`config.mk`:
```
export PLATFORM = sky130hd
export DESIGN_NAME = clk_guard
export DESIGN_NICKNAME = d
export VERILOG_FILES = /design/src/rtl/clk_guard_pkg.sv /design/src/rtl/clk_guard_sync.sv /design/src/rtl/clk_guard_watch.sv /design/src/rtl/clk_guard_ctrl.sv /design/src/rtl/clk_guard.sv
export SDC_FILE = /design/constraint.sdc
export NUM_CORES = 1
export LEC_CHECK = 0
export ABC_CLOCK_PERIOD_IN_PS = 1350
export BUFFER_PORTS_ARGS = -buffer_cell sky130_fd_sc_hd__buf_2
export CAP_MARGIN = 10
export CORE_ASPECT_RATIO = 0.9
export CORE_UTILIZATION = 31
export CTS_BUF_LIST = sky130_fd_sc_hd__clkbuf_8
export CTS_CLUSTER_DIAMETER = 60
export DETAILED_ROUTE_END_ITERATION = 8
export PLACE_DENSITY = 0.56
export SYNTH_ARGS = -nofsm -noshare
export SYNTH_HDL_FRONTEND = slang
export SYNTH_SLANG_ARGS = --single-unit
```
`constraint.sdc`:
```
create_clock -name rc_clk -period 1.35 [get_ports rc_clk]
set_input_delay 0.0675 -clock rc_clk [delete_from_list [all_inputs] [get_ports rc_clk]]
set_output_delay 0.0675 -clock rc_clk [all_outputs]
set_load 0.03 [all_outputs]
```
`src/rtl/clk_guard_pkg.sv`:
```
package clk_guard_pkg;
   typedef enum logic [1:0] {
      SRC_RC  = 2'b00,
      SRC_XO  = 2'b01,
      SRC_PLL = 2'b10,
      SRC_RSV = 2'b11
   } clk_src_e;

   typedef struct packed {
      logic arm_set;
      logic arm_clr;
      logic flag_clr;
      logic xo_on;
      logic xo_off;
      logic pll_on;
      logic pll_off;
      logic rc_off;
      logic sel_req;
   } sw_cmd_t;
endpackage

```
`src/rtl/clk_guard_sync.sv`:
```
module clk_guard_sync #(
   parameter int STAGES      = 2,
   parameter bit DETECT_BOTH = 1'b0
) (
   input  logic clk,
   input  logic rst_n,
   input  logic async_in,
   output logic edge_o
);
   if (STAGES < 2) begin : g_bad_stages
      $error("clk_guard_sync: STAGES must be at least 2");
   end

   logic [STAGES-1:0] shreg;
   logic              last_q;

   always_ff @(posedge clk) begin
      if (!rst_n) begin
         shreg  <= '0;
         last_q <= 1'b0;
      end else begin
         shreg  <= {shreg[STAGES-2:0], async_in};
         last_q <= shreg[STAGES-1];
      end
   end

   if (DETECT_BOTH) begin : g_both
      assign edge_o = shreg[STAGES-1] ^ last_q;
   end else begin : g_rise
      assign edge_o = shreg[STAGES-1] & ~last_q;
   end
endmodule

```
`src/rtl/clk_guard_watch.sv`:
```
module clk_guard_watch #(
   parameter int WIN_CYC = 64
) (
   input  logic clk,
   input  logic rst_n,
   input  logic active,
   input  logic edge_seen,
   output logic fault
);
   if (WIN_CYC < 4) begin : g_bad_win
      $error("clk_guard_watch: WIN_CYC must be at least 4");
   end

   localparam int CW = $clog2(WIN_CYC);
   localparam logic [CW-1:0] LIMIT = CW'(WIN_CYC - 1);

   logic [CW-1:0] gap_q;

   always_ff @(posedge clk) begin
      if (!rst_n) begin
         gap_q <= '0;
      end else if (!active || edge_seen) begin
         gap_q <= '0;
      end else if (gap_q != LIMIT) begin
         gap_q <= gap_q + 1'b1;
      end
   end

   assign fault = active & ~edge_seen & (gap_q == LIMIT);
endmodule

```
`src/rtl/clk_guard_ctrl.sv`:
```
module clk_guard_ctrl
   import clk_guard_pkg::*;
(
   input  logic       clk,
   input  logic       rst_n,
   input  sw_cmd_t    cmd,
   input  logic [1:0] sel_code,
   input  logic       pll_src_xo,
   input  logic       fault,
   output logic [1:0] sel,
   output logic [1:0] sts,
   output logic       rc_en,
   output logic       xo_en,
   output logic       pll_en,
   output logic       armed,
   output logic       nmi
);
   clk_src_e sel_q, sts_q;

   always_ff @(posedge clk) begin
      if (!rst_n) begin
         sel_q  <= SRC_RC;
         sts_q  <= SRC_RC;
         rc_en  <= 1'b1;
         xo_en  <= 1'b0;
         pll_en <= 1'b0;
         armed  <= 1'b0;
         nmi    <= 1'b0;
      end else begin
         sts_q <= sel_q;
         if (fault) begin
            sel_q <= SRC_RC;
            rc_en <= 1'b1;
            xo_en <= 1'b0;
            armed <= 1'b0;
            nmi   <= 1'b1;
            if (pll_src_xo) begin
               pll_en <= 1'b0;
            end else if (cmd.pll_on) begin
               pll_en <= 1'b1;
            end else if (cmd.pll_off) begin
               pll_en <= 1'b0;
            end
         end else begin
            if (cmd.sel_req && clk_src_e'(sel_code) != SRC_RSV) begin
               sel_q <= clk_src_e'(sel_code);
            end
            if (cmd.rc_off && sel_q != SRC_RC) begin
               rc_en <= 1'b0;
            end
            if (cmd.xo_on) begin
               xo_en <= 1'b1;
            end else if (cmd.xo_off) begin
               xo_en <= 1'b0;
            end
            if (cmd.pll_on) begin
               pll_en <= 1'b1;
            end else if (cmd.pll_off) begin
               pll_en <= 1'b0;
            end
            if (cmd.arm_set) begin
               armed <= 1'b1;
            end else if (cmd.arm_clr) begin
               armed <= 1'b0;
            end
            if (cmd.flag_clr) begin
               nmi <= 1'b0;
            end
         end
      end
   end

   assign sel = sel_q;
   assign sts = sts_q;
endmodule

```
`src/rtl/clk_guard.sv`:
```
module clk_guard
   import clk_guard_pkg::*;
#(
   parameter int WIN_CYC     = 64,
   parameter int SYNC_STAGES = 2,
   parameter bit DETECT_BOTH = 1'b0
) (
   input  logic       rc_clk,
   input  logic       rst_n,
   input  logic       xtal_clk,
   input  logic       xtal_rdy,
   input  logic       arm_set,
   input  logic       arm_clr,
   input  logic       flag_clr,
   input  logic       xo_on,
   input  logic       xo_off,
   input  logic       pll_on,
   input  logic       pll_off,
   input  logic       pll_src_xo,
   input  logic       rc_off,
   input  logic       sel_req,
   input  logic [1:0] sel_code,
   output logic [1:0] clk_sel,
   output logic [1:0] clk_sts,
   output logic       rc_en,
   output logic       xo_en,
   output logic       pll_en,
   output logic       guard_armed,
   output logic       nmi_req,
   output logic       brake
);
   sw_cmd_t cmd;
   logic    xtal_edge;
   logic    watch_on;
   logic    det_fault;

   assign cmd = '{arm_set: arm_set, arm_clr: arm_clr, flag_clr: flag_clr,
                  xo_on: xo_on, xo_off: xo_off, pll_on: pll_on,
                  pll_off: pll_off, rc_off: rc_off, sel_req: sel_req};

   clk_guard_sync #(.STAGES(SYNC_STAGES), .DETECT_BOTH(DETECT_BOTH)) u_sync (
      .clk      (rc_clk),
      .rst_n    (rst_n),
      .async_in (xtal_clk),
      .edge_o   (xtal_edge)
   );

   assign watch_on = guard_armed & xtal_rdy & xo_en;

   clk_guard_watch #(.WIN_CYC(WIN_CYC)) u_watch (
      .clk       (rc_clk),
      .rst_n     (rst_n),
      .active    (watch_on),
      .edge_seen (xtal_edge),
      .fault     (det_fault)
   );

   clk_guard_ctrl u_ctrl (
      .clk        (rc_clk),
      .rst_n      (rst_n),
      .cmd        (cmd),
      .sel_code   (sel_code),
      .pll_src_xo (pll_src_xo),
      .fault      (det_fault),
      .sel        (clk_sel),
      .sts        (clk_sts),
      .rc_en      (rc_en),
      .xo_en      (xo_en),
      .pll_en     (pll_en),
      .armed      (guard_armed),
      .nmi        (nmi_req)
   );

   assign brake = nmi_req;
endmodule

```
==> impl_metrics.env, run 1 <==
export IMPL_status="complete, no violations"
export IMPL_endpoint="u_watch.gap_q[4]$_SDFFE_PP0P_"
export IMPL_ys_ff_latch=18
export IMPL_ir_worst_vdd_mv=0.596
export IMPL_yosysTopAreaCell="dfxtp_1"
export IMPL_met1_length_um=594
export IMPL_ctsRootBufferMaster="clkbuf_8"
export IMPL_drv_slew=0
export IMPL_fp_dieArea_um2=2480
export IMPL_syn_to_final_growth_pct=28.2
export IMPL_ys_types=27
export IMPL_syn_num_nets=87
export IMPL_route_met2_wl_um=587
export IMPL_cts_max_level=1
export IMPL_first_pass_iters=4
export IMPL_n_antenna_cell=0
export IMPL_async_flop_share_pct=0
export IMPL_startpoint="u_watch.gap_q[0]$_SDFFE_PP0P_"
export IMPL_grt_ovfl_total=0
export IMPL_worstSkewPairLatency_ns=0.25
export IMPL_drc=0
export IMPL_max_slew_margin_pct=74.8
export IMPL_cts_sinks=18
export IMPL_cap_viol_max_count=0
export IMPL_path_cells="ha_2 -> nand2_1 -> nor4bb_2 -> nor3_2"
export IMPL_ff2ff_path_depth=4
export IMPL_routed_wl_mm=1.22
export IMPL_cts_buffers=3
export IMPL_layout_drive_gt1_share_pct=39.2
export IMPL_routed_top_layer="met4"
export IMPL_synth_area_um2=709
export IMPL_start_kind="flip-flop"
export IMPL_worst_slack_ns=0.143
export IMPL_rrSetupSlack_ns=0.14
export IMPL_grt_pass1_wl_mm=2.05
export IMPL_antenna_found_initial=0
export IMPL_gp_congestion=0.766
export IMPL_cp_num_cells=4
export IMPL_avgSynthCellArea_um2=10.1
export IMPL_rsz0062_at_grt="no"
export IMPL_setup_violations=0
export IMPL_cp_max_fo=4
export IMPL_die_x_um=52.4
export IMPL_cts_buffer_depth=2
export IMPL_required_ns=1.49
export IMPL_skew_ns=0.00644
export IMPL_clock_fmax_ghz=0.828
export IMPL_power_density_nw_per_um2=1120
export IMPL_pre_cts_slack_ns=0.0559
export IMPL_synth_warnings=0
export IMPL_via_count=559
export IMPL_num_rows=16
export IMPL_cts_tree="built"
export IMPL_met3_length_um=31
export IMPL_ant_nets=0
export IMPL_numPortBuffers=25
export IMPL_p_leak_nw=0.400
export IMPL_worstSetupPathType="reg -> reg"
export IMPL_first_global_vias=514
export IMPL_post_route_period_util_pct=89.4
export IMPL_grt_max_degree=10
export IMPL_ys_seq_area_share_pct=50.8
export IMPL_fp_coreArea_um2=2160
export IMPL_path_buf_inv=0
export IMPL_wire_per_inst_um=9.86
export IMPL_setup_tns_ns=0
export IMPL_synthesis_instances=70
export IMPL_path_clk_slew_ns=0.07
export IMPL_die_y_um=47.4
export IMPL_post_cts_buffers=0
export IMPL_arrival_ns=1.35
export IMPL_crit_slowest_cell="dfxtp_1"
export IMPL_initial_utilization_pct=32.8
export IMPL_r2r_end="u_watch.gap_q[4]$_SDFFE_PP0P_"
export IMPL_synthTopCellsByArea="dfxtp_1 (51%), nor2_1 (5.8%), mux2i_1 (5.6%), and2_1 (3.5%), a21oi_1 (2.8%)"
export IMPL_drtIter0Drc=5
export IMPL_r2r_start="u_watch.gap_q[0]$_SDFFE_PP0P_"
export IMPL_finalHoldViolCount=0
export IMPL_grt_use_total_pct=11.8
export IMPL_end_kind="flip-flop"
export IMPL_viasPerCell=4.51
export IMPL_max_slew_worst_pin_slew_ns=0.375
export IMPL_synth_top_cell_area_share_pct=50.8
export IMPL_critical_path_top_delay_family="simple AND/OR/NAND/NOR gates"
export IMPL_dp_hpwl_um=925
export IMPL_hp_class="in -> reg"
export IMPL_nets=116
export IMPL_ys_flop_type="dfxtp_1"
export IMPL_max_stage_delay_ns=0.37
export IMPL_min_period_ns=1.21
export IMPL_synth_edf_count=0
export IMPL_ioPinCount=26
-- state kept, by name (all words and copies together) (netlist names) --
signal / flops
u_ctrl.xo_en: 1
u_ctrl.armed: 1
u_ctrl.rc_en: 1
u_ctrl.nmi: 1
u_sync.shreg: 2
u_sync.last_q: 1
u_watch.gap_q: 6
u_ctrl.sts: 2
u_ctrl.pll_en: 1
u_ctrl.sel: 2
-- metal layers --
layer	vias up	global-route usage [%]
li1	288	-
met1	258	13.5
met2	11	19.5
met3	2	2.91
met4	0	8.42
met5	-	0
-- timing repair --
action,CTS,global route
resized for setup,0,2
hold buffers,1,0
setup endpoints to repair,0,2
hold endpoints to repair,1,0
-- how the worst min path moves through the flow --
| stage | startpoint | end | slack, ns | cells after the start |
|---|---|---|---|---|
| final | xtal_clk | u_sync.shreg[0]$_SDFF_PN0_ | 0.02 | 2 |
| after global routing | xtal_clk | u_sync.shreg[0]$_SDFF_PN0_ | 0.01 | 2 |
| after CTS | xtal_clk | u_sync.shreg[0]$_SDFF_PN0_ | 0.02 | 2 |
| after detailed placement | pll_src_xo | u_ctrl.pll_en$_SDFF_PN0_ | 0.25 | 2 |
| after global placement | pll_src_xo | u_ctrl.pll_en$_SDFF_PN0_ | 0.25 | 2 |
| after floorplan | pll_src_xo | u_ctrl.pll_en$_SDFF_PN0_ | 0.16 | 1 |
-- cells in the final DEF, fill, tap and decap left out, types with 2 or more instances in the layout --
master / n
o21ai_0: 2
inv_2: 2
a21oi_1: 4
xnor2_1: 2
and2_1: 4
buf_2: 25
nor2_1: 11
nor2b_1: 2
dfxtp_1: 18
mux2i_1: 4
nand2_1: 2
inv_1: 2
nor3_2: 2
clkbuf_8: 3
-- per-stage QoR --
stage	utilization, %	area [µm²]	hold slack [ns]	cells	power (mW)
6_report	42.1	910	0.0222	124	1.02
3_5_place_dp	39.3	850	0.247	120	0.667
3_3_place_gp	39.3	850	0.248	120	0.665
5_1_grt	42.1	910	0.0149	124	1.07
2_1_floorplan	-	709	0.157	70	0.625
4_1_cts	41.7	901	0.0175	124	1.04
-- power breakdown --
part | total, mW | internal (mW) | switching [mW]
logic | 0.0975 | 0.0415 | 0.0561
registers | 0.559 | 0.549 | 0.00974
clock network | 0.361 | 0.198 | 0.163
-- kinds of logic after synthesis --
family,after synthesis,synth area share [%]
simple gates,27,22.9
compound gates,12,11.6
flops,18,50.8
xor+xnor,2,2.47
fa+ha+maj,1,1.76
buf+inv,6,4.76
mux,4,5.64
-- worst reg2reg max path: stages (launching register included) --
cell and delay (ns):
dfxtp_1 0.37, ha_2 0.24, nand2_1 0.11, nor4bb_2 0.32, nor3_2 0.07
-- synth_stat cells, types with 2 or more instances --
| cell | count |
|---|---|
| nand2_1 | 2 |
| nor2b_1 | 2 |
| and2_1 | 4 |
| o21ai_0 | 2 |
| nor3_2 | 2 |
| xnor2_1 | 2 |
| mux2i_1 | 4 |
| a21oi_1 | 4 |
| inv_1 | 2 |
| nor2_1 | 11 |
| inv_2 | 2 |
| dfxtp_1 | 18 |
-- cell type report --
class	count	area, µm²
Multi-Input combinational cell	46	324
Fill cell	230	1250
Sequential cell	18	360
Timing Repair Buffer	26	135
Tap cell	27	33.8
Inverter	4	15.0
Clock buffer	3	41.3
(Power assumes the default switching activity.)
==> run 2: changes to the inputs <==
--- a/config.mk
+++ b/config.mk
@@ -5,6 +5,7 @@
 export SDC_FILE = /design/constraint.sdc
 export NUM_CORES = 1
 export LEC_CHECK = 0
+export ABC_AREA = 1
 export ABC_CLOCK_PERIOD_IN_PS = 1350
 export BUFFER_PORTS_ARGS = -buffer_cell sky130_fd_sc_hd__buf_2
 export CAP_MARGIN = 10
@@ -13,7 +14,7 @@
 export CTS_BUF_LIST = sky130_fd_sc_hd__clkbuf_8
 export CTS_CLUSTER_DIAMETER = 60
 export DETAILED_ROUTE_END_ITERATION = 8
-export PLACE_DENSITY = 0.56
+export PLACE_DENSITY = 0.55
 export SYNTH_ARGS = -nofsm -noshare
 export SYNTH_HDL_FRONTEND = slang
 export SYNTH_SLANG_ARGS = --single-unit
==> run 2 against run 1 <==
Sequential share of layout area fell by 3.3 points. Flip-flop and latch count did not move. Largest power group unchanged. Critical path depth rose by 2. Area after synthesis rose by 13%. Synthesized cell count rose by 60%. Clock skew fell by 0.0035 ns. Power rose by 0.94%. Core utilization fell by 1.5 points. Cell count rose by 35%. Largest cell class unchanged. Global-route usage rose by 0.41 points. Critical path type unchanged. Non-clock buffer count did not move.
==> impl_metrics.env, run 2 <==
export IMPL_cts_buffer_depth=2
export IMPL_initial_utilization_pct=32.7
export IMPL_worstSetupPathType="reg -> reg"
export IMPL_worstHoldPathCells=3
export IMPL_skew_ns=0.00290
export IMPL_post_route_period_util_pct=85.7
export IMPL_max_slew_margin_pct=87.3
export IMPL_drc=0
export IMPL_grt_use_total_pct=12.2
export IMPL_routed_wl_mm=1.59
export IMPL_power_density_nw_per_um2=1030
export IMPL_via_count=722
export IMPL_fp_coreArea_um2=2450
export IMPL_end_kind="flip-flop"
export IMPL_avgSynthCellArea_um2=7.15
export IMPL_required_ns=1.50
export IMPL_ys_seq_area_share_pct=45.0
export IMPL_path_clk_slew_ns=0.06
export IMPL_viasPerCell=4.32
export IMPL_synth_warnings=0
export IMPL_power_mw=1.03
export IMPL_synth_common_cells="nand2_1 (25), inv_1 (21), dfxtp_1 (18), nor2_1 (14), nand3_1 (9)"
export IMPL_cts_tree="built"
export IMPL_num_rows=17
export IMPL_status="complete, no violations"
export IMPL_cts_buffers=3
export IMPL_ant_nets=0
export IMPL_gp_congestion=0.776
export IMPL_numPortBuffers=25
export IMPL_top_register="u_watch.gap_q"
export IMPL_path_cells="ha_1 -> nand2_2 -> nor2_4 -> nand2_2 -> nand2_2 -> nor2_1"
export IMPL_drv_slew=0
export IMPL_grt_ovfl_total=0
export IMPL_ys_flop_type="dfxtp_1"
export IMPL_yosysMostFrequentCell="nand2_1"
export IMPL_hp_class="in -> reg"
export IMPL_max_stage_delay_ns=0.38
export IMPL_synth_area_um2=801
export IMPL_worstSkewPairLatency_ns=0.25
export IMPL_ir_worst_vdd_mv=0.456
export IMPL_fp_dieArea_um2=2790
export IMPL_synthTopCellsByArea="dfxtp_1 (45%), nand2_1 (12%), inv_1 (9.8%), nor2_1 (6.6%), nand3_1 (5.6%)"
export IMPL_max_slew_worst_pin_slew_ns=0.191
export IMPL_start_kind="flip-flop"
export IMPL_critical_path_top_delay_family="simple AND/OR/NAND/NOR gates"
export IMPL_synth_edf_count=0
export IMPL_first_global_vias=630
export IMPL_yosysTopAreaCell="dfxtp_1"
export IMPL_largest_reg_flops=6
export IMPL_n_antenna_cell=0
export IMPL_nets=158
export IMPL_cts_sinks=18
export IMPL_grt_pass1_wl_mm=2.59
export IMPL_fillers=274
export IMPL_clock_fmax_ghz=0.865
export IMPL_min_period_ns=1.16
export IMPL_layout_drive_gt1_share_pct=28.8
export IMPL_layout_common_cells="nand2_1 (25), buf_2 (25), inv_1 (21)"
export IMPL_antenna_found_initial=0
export IMPL_crit_slowest_cell="dfxtp_1"
export IMPL_path_buf_inv=0
export IMPL_cts_max_level=1
export IMPL_cap_viol_max_count=0
export IMPL_ys_types=16
export IMPL_cp_max_fo=4
export IMPL_cp_num_cells=6
export IMPL_setup_violations=0
export IMPL_first_pass_iters=4
export IMPL_arrival_ns=1.30
export IMPL_wire_per_inst_um=9.54
export IMPL_die_x_um=55.6
export IMPL_ff2ff_path_depth=6
export IMPL_synth_top_cell_area_share_pct=45.0
export IMPL_die_y_um=50.2
export IMPL_syn_to_final_growth_pct=24.1
export IMPL_hold_worst_slack_ns=0.0336
export IMPL_ioPinCount=26
export IMPL_rsz0062_at_grt="no"
export IMPL_async_flop_share_pct=0
export IMPL_syn_num_nets=129
export IMPL_finalHoldViolCount=0
export IMPL_setup_tns_ns=0
export IMPL_ys_ff_latch=18
export IMPL_ctsRootBufferMaster="clkbuf_8"
export IMPL_p_leak_nw=0.505
export IMPL_drtIter0Drc=11
export IMPL_grt_max_degree=10
export IMPL_crit_top_cell="nand2_2"
export IMPL_synthesis_instances=112
export IMPL_dp_hpwl_mm=1.28
## run 2: changes by cell type in the layout (fill, tap and decap cells not counted), sizes merged, moves of 3 or more
| cell | previous run | this run |
|---|---|---|
| a21oi | 4 | 7 |
| and2 | 4 | 0 |
| inv | 4 | 22 |
| mux2i | 4 | 0 |
| nand2 | 2 | 30 |
| nand3 | 2 | 10 |
| nor2 | 11 | 18 |
## run 2: routing by layer
metal	vias to the layer above	wire length (µm)	GRT usage, %
met5	-	0	0
met4	0	42	7.50
met3	5	72	3.61
met2	17	704	18.5
met1	309	774	15.3
li1	391	-	-
## run 2: power by group
part           internal (mW)  leakage (nW)  switching (mW)
clock                  0.198        0.0216           0.168
sequential             0.548         0.147          0.0111
combinational         0.0401         0.337          0.0621
total                  0.786         0.505           0.241
## run 2: layout make-up
type	instances	area, µm²	share of cell area [%]
multi-input cells	70	339	34.1
repair buffers	26	135	13.6
clock buffers	3	41.3	4.16
flip-flops and latches	18	360	36.3
inverters	22	82.6	8.31
well taps	28	35.0	3.53
## run 2: worst paths after layout
| check | startpoint | end | slack [ns] |
|---|---|---|---|
| worst max register to register | u_watch.gap_q[1]$_SDFFE_PP0P_ | u_ctrl.xo_en$_SDFFE_PP0P_ | 0.19 |
| worst min-delay path | arm_set | u_ctrl.armed$_SDFFE_PP0P_ | 0.03 |
| worst max-delay path | u_watch.gap_q[1]$_SDFFE_PP0P_ | u_ctrl.xo_en$_SDFFE_PP0P_ | 0.19 |
| worst min register to register | u_sync.shreg[0]$_SDFF_PN0_ | u_sync.shreg[1]$_SDFF_PN0_ | 0.43 |
## run 2: stage by stage
stage	cell area (µm²)	util, %	worst slack (ns)	instances
after floorplan	801	-	0.221	112
after global placement	942	38.5	0.239	163
after detailed placement	942	38.5	0.207	163
after CTS	993	40.6	0.196	167
after global routing	993	40.6	0.111	167
final	993	40.6	0.193	167
## run 2: logic make-up (layout without fill, tap and decap cells)
kind of cell	Yosys count	count (layout)	synth area share (%)
buffers and inverters	24	51	12.7
AND/OR/NAND/NOR	58	58	33.4
adder cells (fa/ha/maj)	1	1	1.56
AO/OA/AOI/OAI	11	11	7.34
flip-flops	18	18	45.0
## run 2: repair_timing
| action | 4_1_cts | 5_1_grt |
|---|---|---|
| hold buffers | 1 | 0 |
| buffers inserted | 0 | 0 |
| resized for setup | 0 | 0 |
| endpoints found under the hold margin | 1 | 0 |
## run 2: worst min-delay path: cells and delay by family
family / cells / cell delay (ns)
AO/OA/AOI/OAI: 1 / 0.03
buffers and inverters: 1 / 0.07
AND/OR/NAND/NOR: 1 / 0.08
==> run 3: changes to the inputs <==
--- a/config.mk
+++ b/config.mk
@@ -9,12 +9,15 @@
 export ABC_CLOCK_PERIOD_IN_PS = 1350
 export BUFFER_PORTS_ARGS = -buffer_cell sky130_fd_sc_hd__buf_2
 export CAP_MARGIN = 10
+export CELL_PAD_IN_SITES_DETAIL_PLACEMENT = 1
+export CELL_PAD_IN_SITES_GLOBAL_PLACEMENT = 1
 export CORE_ASPECT_RATIO = 0.9
 export CORE_UTILIZATION = 31
 export CTS_BUF_LIST = sky130_fd_sc_hd__clkbuf_8
 export CTS_CLUSTER_DIAMETER = 60
 export DETAILED_ROUTE_END_ITERATION = 8
-export PLACE_DENSITY = 0.55
+export PLACE_DENSITY = 0.73
+export SETUP_SLACK_MARGIN = 0.15
 export SYNTH_ARGS = -nofsm -noshare
 export SYNTH_HDL_FRONTEND = slang
 export SYNTH_SLANG_ARGS = --single-unit
==> run 3 against run 2 <==
Via count grew 6.0%. Combinational power about the same. Hold slack better by 0.011 ns. Non-clock buffer count did not move. Clock skew decreased by 0.0022 ns. Sequential share of layout area is 0.27 points lower. Critical path type unchanged. Largest cell class unchanged.
==> impl_metrics.env, run 3 (synthesis gave the netlist of run 2 again) <==
export IMPL_p_leak_nw=0.511
export IMPL_pwr_share_seq_pct=50.7
export IMPL_hold_worst_slack_ns=0.0448
export IMPL_ir_worst_vdd_mv=0.516
export IMPL_end_kind="flip-flop"
export IMPL_swShare_pct=23.0
export IMPL_wire_per_inst_um=10.5
export IMPL_routed_wl_mm=1.77
export IMPL_die_x_um=55.6
export IMPL_min_period_ns=1.12
export IMPL_n_antenna_cell=0
export IMPL_die_y_um=50.2
export IMPL_antenna_found_initial=0
export IMPL_drc=0
export IMPL_r2r_start="u_watch.gap_q[0]$_SDFFE_PP0P_"
export IMPL_gp_congestion=0.722
export IMPL_finalHoldViolCount=0
export IMPL_internal_power_uw=845
export IMPL_cap_viol_max_count=0
export IMPL_ant_nets=0
export IMPL_worstSkewPairLatency_ns=0.25
export IMPL_largest_reg_flops=6
export IMPL_cts_buffer_depth=2
export IMPL_dp_hpwl_mm=1.45
export IMPL_drv_slew=0
export IMPL_start_kind="flip-flop"
export IMPL_required_ns=1.50
export IMPL_cts_max_level=1
export IMPL_layoutNonFillerInstCount=168
export IMPL_numPortBuffers=25
export IMPL_layout_common_cells="nand2_1 (25), buf_2 (25), inv_1 (21)"
export IMPL_first_pass_iters=4
export IMPL_cts_buffers=3
export IMPL_ff2ff_path_depth=6
export IMPL_status="complete, no violations"
export IMPL_whs_endpoint="u_ctrl.armed$_SDFFE_PP0P_"
export IMPL_grt_use_total_pct=15.1
export IMPL_fp_coreArea_um2=2450
export IMPL_grt_pass1_wl_mm=3.24
export IMPL_max_slew_worst_pin_slew_ns=0.187
export IMPL_grt_ovfl_total=0
export IMPL_rsz0062_at_grt="no"
export IMPL_worstSetupPathType="reg -> reg"
export IMPL_setup_violations=0
export IMPL_comb_power_share_pct=9.4
export IMPL_nets=158
export IMPL_power_density_nw_per_um2=1080
export IMPL_max_slew_margin_pct=87.5
export IMPL_worstHoldStart="arm_set"
export IMPL_setup_tns_ns=0
export IMPL_worstHoldPathCells=3
export IMPL_post_cts_buffers=0
export IMPL_clock_fmax_ghz=0.896
export IMPL_p_clk_share_pct=40.0
export IMPL_dpl_cell_count=163
export IMPL_grt_max_degree=11
export IMPL_fp_dieArea_um2=2790
export IMPL_via_count=765
export IMPL_skew_ns=0.000652
export IMPL_cts_tree="built"
export IMPL_ioPinCount=26
export IMPL_syn_to_final_growth_pct=26.7
export IMPL_viasPerCell=4.55
export IMPL_ctsRootBufferMaster="clkbuf_8"
export IMPL_path_clk_slew_ns=0.07
export IMPL_top_register="u_watch.gap_q"
export IMPL_cts_sinks=18
export IMPL_p_sw_uw=253
export IMPL_drtIter0Drc=16
export IMPL_arrival_ns=1.27
export IMPL_layout_drive_gt1_share_pct=31.4
export IMPL_num_rows=17
export IMPL_cp_max_fo=4
export IMPL_post_route_period_util_pct=82.6
export IMPL_first_global_vias=849
export IMPL_initial_utilization_pct=32.7
export IMPL_r2r_end="u_ctrl.xo_en$_SDFFE_PP0P_"
export IMPL_hp_class="in -> reg"
export IMPL_rrSetupSlack_ns=0.23
run 3: cell count changes in the layout (fill, tap and decap cells not counted):
cell | previous run | this run
ha_2 | 0 | 1
clkbuf_8 | 3 | 4
dfxtp_1 | 18 | 16
ha_1 | 1 | 0
dfxtp_2 | 0 | 1
dfxtp_4 | 0 | 1
run 3: how the worst max path moves through the flow:
stage | start | endpoint | cells after the start
finish | u_watch.gap_q[0]$_SDFFE_PP0P_ | u_ctrl.xo_en$_SDFFE_PP0P_ | 6
CTS | u_watch.gap_q[1]$_SDFFE_PP0P_ | u_ctrl.xo_en$_SDFFE_PP0P_ | 6
detailed placement | u_watch.gap_q[0]$_SDFFE_PP0P_ | u_ctrl.xo_en$_SDFFE_PP0P_ | 6
floorplan | u_ctrl.armed$_SDFFE_PP0P_ | u_ctrl.armed$_SDFFE_PP0P_ | 5
global route | u_watch.gap_q[0]$_SDFFE_PP0P_ | u_ctrl.xo_en$_SDFFE_PP0P_ | 6
global placement | u_watch.gap_q[0]$_SDFFE_PP0P_ | u_ctrl.armed$_SDFFE_PP0P_ | 6
run 3: layout make-up:
cell class	count	area [µm²]
fillers	318	1430
multi-input cells	70	342
flip-flops and latches	18	365
inverters	22	82.6
clock buffers	4	55.1
well taps	28	35.0
repair buffers	26	135
run 3: per-layer routing:
layer	wire [µm]	part of all wire [%]	global-route usage (%)	vias up
met4	29	1.6	8.75	0
li1	-	-	-	389
met2	911	52	28.7	16
met1	742	42	14.1	356
met3	83	4.7	5.15	4
met5	0	0	0	-
run 3: power groups by stage:
stage / registers [mW] / logic [mW] / clock network, mW
floorplan: 0.594 / 0.0382 / 0
global placement: 0.570 / 0.100 / 0
detailed placement: 0.571 / 0.102 / 0
CTS: 0.558 / 0.105 / 0.464
global route: 0.558 / 0.115 / 0.493
finish: 0.556 / 0.103 / 0.439
run 3: per-stage QoR:
| stage | instance area (µm²) | setup WS, ns | utilization, % | power [mW] |
|---|---|---|---|---|
| after floorplan | 801 | 0.221 | - | 0.632 |
| after global routing | 1010 | 0.159 | 41.5 | 1.17 |
| final | 1010 | 0.234 | 41.5 | 1.10 |
| after CTS | 1010 | 0.153 | 41.2 | 1.13 |
| after global placement | 942 | 0.225 | 38.5 | 0.670 |
| after detailed placement | 942 | 0.164 | 38.5 | 0.673 |
run 3: repair_timing:
action	in CTS	in global routing
pin swaps	0	1
endpoints found under the hold margin	1	0
resized for setup	1	3
setup endpoints to repair	1	10
hold buffers	1	0
run 3: worst max-delay path, cell delays in order (launching register included):
cell and delay (ns):
dfxtp_2 0.36, ha_2 0.19, nand2_2 0.09, nor2_4 0.13, nand2_2 0.09, nand2_2 0.10
nor2_1 0.05
